===== src/rtl/wprot_pkg.sv =====
package wprot_pkg;

    localparam int unsigned DATA_W   = 32;
    localparam int unsigned ADDR_W   = 4;
    localparam int unsigned CFG_W    = 7;
    localparam int unsigned REGION_W = 3;
    localparam int unsigned MASTER_W = 3;

    localparam logic [DATA_W-1:0] UNLOCK_PATTERN = 32'h83E7_0B13;
    localparam logic [ADDR_W-1:0] OFS_KEY = 4'h0;
    localparam logic [ADDR_W-1:0] OFS_CFG = 4'h4;

    // config bit positions (behaviour-bearing)
    localparam int unsigned BIT_DBG_C0  = 0;
    localparam int unsigned BIT_DBG_C1  = 1;
    localparam int unsigned BIT_DBG_RT0 = 2;
    localparam int unsigned BIT_DBG_RT1 = 3;
    localparam int unsigned BIT_SHCFG   = 4;
    localparam int unsigned BIT_DMEM0   = 5;
    localparam int unsigned BIT_DMEM1   = 6;

    typedef enum logic [REGION_W-1:0] {
        RGN_DMEM0   = 3'd0,
        RGN_DMEM1   = 3'd1,
        RGN_SHCFG   = 3'd2,
        RGN_DBG_C0  = 3'd3,
        RGN_DBG_C1  = 3'd4,
        RGN_DBG_RT0 = 3'd5,
        RGN_DBG_RT1 = 3'd6,
        RGN_OPEN    = 3'd7
    } region_e;

    localparam logic [MASTER_W-1:0] MST_CORE0 = 3'd0;
    localparam logic [MASTER_W-1:0] MST_CORE1 = 3'd1;

    typedef struct packed {
        logic             unlocked;
        logic [CFG_W-1:0] cfg;
        logic             drop;
    } prot_state_t;

endpackage


===== src/rtl/wprot_regs.sv =====
module wprot_regs
    import wprot_pkg::*;
(
    input  logic              clk,
    input  logic              rst_n,
    input  logic              wr_en,
    input  logic [ADDR_W-1:0] addr,
    input  logic [DATA_W-1:0] wdata,
    output logic [DATA_W-1:0] rdata,
    output logic              unlocked,
    output logic [CFG_W-1:0]  cfg,
    output logic              drop
);

    prot_state_t st_d, st_q;

    always_comb begin
        st_d = st_q;
        if (wr_en) begin
            unique case (addr)
                OFS_KEY: begin
                    if (wdata == UNLOCK_PATTERN) begin
                        st_d.unlocked = 1'b1;
                    end else if (wdata == '0) begin
                        st_d.unlocked = 1'b0;
                    end
                    st_d.drop = 1'b0;
                end
                OFS_CFG: begin
                    if (st_q.unlocked) begin
                        st_d.cfg = wdata[CFG_W-1:0];
                    end else begin
                        st_d.drop = 1'b1;
                    end
                end
                default: ;
            endcase
        end
    end

    always_ff @(posedge clk) begin
        if (!rst_n) begin
            st_q <= '0;
        end else begin
            st_q <= st_d;
        end
    end

    always_comb begin
        unique case (addr)
            OFS_KEY: rdata = DATA_W'(st_q.unlocked);
            OFS_CFG: rdata = DATA_W'(st_q.cfg);
            default: rdata = '0;
        endcase
    end

    assign unlocked = st_q.unlocked;
    assign cfg      = st_q.cfg;
    assign drop     = st_q.drop;

endmodule


===== src/rtl/wprot_filter.sv =====
module wprot_filter
    import wprot_pkg::*;
(
    input  logic [CFG_W-1:0]    cfg,
    input  logic                valid,
    input  logic                write,
    input  logic [REGION_W-1:0] region,
    input  logic [MASTER_W-1:0] master,
    output logic                allow,
    output logic                blocked
);

    logic hit;

    always_comb begin
        unique case (region_e'(region))
            RGN_DMEM0:   hit = cfg[BIT_DMEM0] && (master != MST_CORE0);
            RGN_DMEM1:   hit = cfg[BIT_DMEM1] && (master != MST_CORE1);
            RGN_SHCFG:   hit = cfg[BIT_SHCFG];
            RGN_DBG_C0:  hit = cfg[BIT_DBG_C0];
            RGN_DBG_C1:  hit = cfg[BIT_DBG_C1];
            RGN_DBG_RT0: hit = cfg[BIT_DBG_RT0];
            RGN_DBG_RT1: hit = cfg[BIT_DBG_RT1];
            default:     hit = 1'b0;
        endcase
    end

    assign blocked = valid && write && hit;
    assign allow   = !blocked;

endmodule


===== src/rtl/wprot_ctrl.sv =====
module wprot_ctrl
    import wprot_pkg::*;
(
    input  logic                clk,
    input  logic                rst_n,
    input  logic                reg_wr,
    input  logic [ADDR_W-1:0]   reg_addr,
    input  logic [DATA_W-1:0]   reg_wdata,
    output logic [DATA_W-1:0]   reg_rdata,
    output logic                cfg_drop,
    input  logic                req_valid,
    input  logic                req_write,
    input  logic [REGION_W-1:0] req_region,
    input  logic [MASTER_W-1:0] req_master,
    output logic                req_allow,
    output logic                req_blocked
);

    logic             unlocked;
    logic [CFG_W-1:0] cfg;

    wprot_regs u_regs (
        .clk      (clk),
        .rst_n    (rst_n),
        .wr_en    (reg_wr),
        .addr     (reg_addr),
        .wdata    (reg_wdata),
        .rdata    (reg_rdata),
        .unlocked (unlocked),
        .cfg      (cfg),
        .drop     (cfg_drop)
    );

    wprot_filter u_filter (
        .cfg     (cfg),
        .valid   (req_valid),
        .write   (req_write),
        .region  (req_region),
        .master  (req_master),
        .allow   (req_allow),
        .blocked (req_blocked)
    );

    p_unlock_r2: assert property (@(posedge clk) disable iff (!rst_n)
        (reg_wr && reg_addr == OFS_KEY && reg_wdata == UNLOCK_PATTERN) |=> unlocked);

    p_lock_r3: assert property (@(posedge clk) disable iff (!rst_n)
        (reg_wr && reg_addr == OFS_KEY && reg_wdata == '0) |=> !unlocked);

    p_cfg_hold_r5: assert property (@(posedge clk) disable iff (!rst_n)
        (reg_wr && reg_addr == OFS_CFG && !unlocked) |=> $stable(cfg));

    p_drop_set_r5: assert property (@(posedge clk) disable iff (!rst_n)
        (reg_wr && reg_addr == OFS_CFG && !unlocked) |=> cfg_drop);

    p_owner_pass_r8: assert property (@(posedge clk) disable iff (!rst_n)
        (req_valid && req_region == RGN_DMEM0 && req_master == MST_CORE0) |-> !req_blocked);

    p_read_pass_r9: assert property (@(posedge clk) disable iff (!rst_n)
        (req_valid && !req_write) |-> req_allow);

endmodule


===== config.mk =====
export PLATFORM = sky130hd
export DESIGN_NAME = wprot_ctrl
export DESIGN_NICKNAME = d
export VERILOG_FILES = /design/src/rtl/wprot_pkg.sv /design/src/rtl/wprot_regs.sv /design/src/rtl/wprot_filter.sv /design/src/rtl/wprot_ctrl.sv
export SDC_FILE = /design/constraint.sdc
export NUM_CORES = 1
export LEC_CHECK = 0
export ABC_CLOCK_PERIOD_IN_PS = 1600
export BUFFER_PORTS_ARGS = -buffer_cell sky130_fd_sc_hd__buf_2
export CORE_MARGIN = 1
export CORE_UTILIZATION = 36
export DETAILED_ROUTE_END_ITERATION = 10
export PLACE_DENSITY = 0.8
export SLEW_MARGIN = 10
export SYNTH_ARGS = -nofsm -noshare
export SYNTH_HDL_FRONTEND = slang
export SYNTH_HIERARCHICAL = 1
export SYNTH_SLANG_ARGS = --single-unit

===== constraint.sdc =====
create_clock -name clk -period 1.6 [get_ports clk]
set_clock_uncertainty 0.2 [all_clocks]
set_input_delay 0.16 -clock clk [delete_from_list [all_inputs] [get_ports clk]]
set_output_delay 0.16 -clock clk [all_outputs]
set_load 0.03 [all_outputs]

==> results.json <==
{
  "crit_type": "flip-flop to output pin",
  "async_flop_share": 0,
  "drc_errors": 0,
  "viasPerCell": 4.69,
  "synthCells": 100,
  "slew_headroom": 0.654,
  "hold_viol": 0,
  "post-route-period-util": 1.09,
  "clockBufferDepth": 2,
  "die_y_um": 50.5,
  "final_nets": 215,
  "io_pins": 82,
  "p_clk_frac": 0.281,
  "ir_worst_vdd_v": 0.000269,
  "syn-cell-area_um2": 847,
  "cts_tree": "built",
  "drive_gt1_frac": 0.443,
  "p_seq_frac": 0.383,
  "synth_cell_types": 28,
  "synth_edf_count": 0,
  "diodes": 0,
  "synth_seq_area_share": 0.213,
  "via_count": 915,
  "synth.top_cells.by_area": "buf_4 23%, dfxtp_1 21%, mux2i_1 11%, nor2b_1 5.9%, nand4_1 5.2%",
  "power_switching_w": 0.000204,
  "sw_frac_of_total": 0.347,
  "h-tree-depth": 1,
  "drv_slew": 0,
  "dieArea_um2": 2550,
  "synth_seq_cells": 9,
  "dp_slack_ps": 8.96,
  "yosys.area.top_type_share": 0.230,
  "critPathArrivalTime_ps": 1390,
  "max-cap-violations": 0,
  "power_density_nw_per_um2": 494,
  "gp_congestion": 0.744,
  "combPwrFrac": 0.337,
  "p_leak_nw": 0.569,
  "area_delta_synth_final_pct": 40.6,
  "nFillCells": 221,
  "drt-initial-drc-count": 9,
  "hpwl_um": 1760,
  "hold_ws_ps": 10.5,
  "drtAntennaViolNets": 0,
  "critPathLaunch": "u_regs/cfg[4]",
  "setup_violations": 2,
  "wire_per_inst_um": 11.0,
  "post-route-cell-area_um2": 1190,
  "path_max_fanout": 2,
  "fin_ws_ps": -148,
  "violations": "negative setup slack",
  "drt_wl_total_um": 2140,
  "numCtsBuffers": 3,
  "antenna_found_initial": 0,
  "ys_warn_count": 6,
  "synth_ff_type": "dfxtp_1",
  "tightestPinTransition_ps": 513,
  "hp-class": "input port to flip-flop",
  "core_um2": 2210,
  "rows": 17,
  "regToRegStartpoint": "u_regs/unlocked",
  "outcome": "finished with violations",
  "synth_top_cell_by_area": "buf_4",
  "crit_required_ps": 1240,
  "placed_cell_area_um2": 1090,
  "first_pass_iters": 4,
  "port_buffers": 56,
  "grt_pass1_wl_um": 3480,
  "hold_start": "reg_wdata[1]",
  "p_int_w": 0.000384,
  "cts.sinks": 9,
  "period_needed_ps": 1750,
  "start_kind": "flip-flop",
  "grt.overflow.total": 0,
  "die_w_um": 50.5,
  "yosysMostFrequentCell": "buf_4",
  "cts_root_buf": "clkbuf_4",
  "end_kind": "output pin",
  "grt_pass1_vias": 875,
  "clk-insertion-delay-late_ps": 250,
  "initial_utilization": 0.383,
  "grt_setup_unrepaired": "yes",
  "grt_usage": 0.180,
  "maxClockFrequency_mhz": 572,
  "grt_max_degree": 10,
  "path_clk_slew_ps": 60,
  "syn_avg_cell_area_um2": 8.47,
  "ff2ff_setup_slack_ps": 300,
  "synth_common_cells": "26 x buf_4, 9 x dfxtp_1, 9 x mux2i_1"
}
-- layer usage --
| layer | part of all wire | track usage |
|---|---|---|
| met5 | 0 | 0 |
| met4 | 0 | 0.0833 |
| met3 | 0.071 | 0.00909 |
| met2 | 0.55 | 0.373 |
| met1 | 0.38 | 0.177 |
-- path summary, 6_finish.rpt --
path / endpoint / cells past startpoint
setup / recovery: req_blocked / 5
hold / removal: u_regs/cfg[1] / 3
setup reg to reg: u_regs/cfg[0] / 4
hold reg to reg: u_regs/drop / 2
-- stage by stage --
stage | cells | setup TNS [ps] | utilization | power (W)
2_1_floorplan | 124 | 0 | - | 0.000384
3_3_place_gp | 185 | 0 | 0.492 | 0.000412
3_5_place_dp | 185 | 0 | 0.492 | 0.000418
4_1_cts | 195 | -236 | 0.536 | 0.000597
5_1_grt | 195 | -338 | 0.538 | 0.000627
6_report | 195 | -231 | 0.538 | 0.000588
-- power by group through the flow --
stage          Combinational, W  Clock, W  Sequential [W]
5_1_grt                0.000213  0.000189        0.000225
6_report               0.000198  0.000165        0.000225
4_1_cts                0.000197  0.000176        0.000225
2_1_floorplan          0.000152         0        0.000232
3_3_place_gp           0.000182         0        0.000230
3_5_place_dp           0.000187         0        0.000230
-- critical path, cell delays in order, from the launching register on --
cell and delay (ps):
dfxtp_2 320, mux2_4 270, a21oi_2 140, nand3_2 90, and4_1 190, buf_6 140
-- area by class of cell --
| type | count | area (µm²) | area share |
|---|---|---|---|
| clock buffers | 3 | 22.5 | 0.0189 |
| clock inverters | 1 | 5.00 | 0.00420 |
| repair buffers | 66 | 390 | 0.328 |
| well taps | 28 | 35.0 | 0.0294 |
| flip-flops and latches | 9 | 183 | 0.153 |
| inverters | 1 | 3.75 | 0.00315 |
| multi-input cells | 87 | 552 | 0.463 |
-- sequential cells by signal (all words and copies together), names as in the netlist --
signal and flops:
u_regs/cfg 7, u_regs/drop 1, u_regs/unlocked 1
-- what timing repair did --
| action | CTS | global route |
|---|---|---|
| endpoints found under the hold margin | 4 | 0 |
| gates resized for setup | 6 | 1 |
| hold buffers | 4 | 0 |
| buffers inserted | 2 | 0 |
| pin swaps | 3 | 1 |
| setup endpoints to repair | 2 | 2 |
-- logic make-up after synthesis --
family,count (synthesis),share of synthesized area
AO/OA/AOI/OAI,6,0.0561
multiplexers,10,0.124
AND/OR/NAND/NOR,46,0.354
other,1,0.00443
flip-flops,9,0.213
buffers and inverters,28,0.248
-- cell usage in the layout (no fill, tap or decap) --
cell type       n
mux2i_1         9
o21bai_1        1
nor2b_1         8
nor3_1          2
a211o_1         1
clkinv_2        1
buf_2          54
nand4_1         7
inv_1           1
a21oi_2         1
nand3b_1        2
a31oi_1         1
dlygate4sd3_1   4
dfxtp_2         2
or3_1           1
nor4b_4         1
o211ai_1        1
o311ai_0        1
and3_1          1
nor2_1          4
nand2_1         3
or4_4           1
nor4_2          1
clkbuf_4        3
nor4_1          7
mux2_4          1
buf_12          1
buf_6           2
buf_4           5
and4_1          1
and2_1          6
dfxtp_1         7
conb_1         25
nand3_2         1
(Power assumes the default switching activity.)
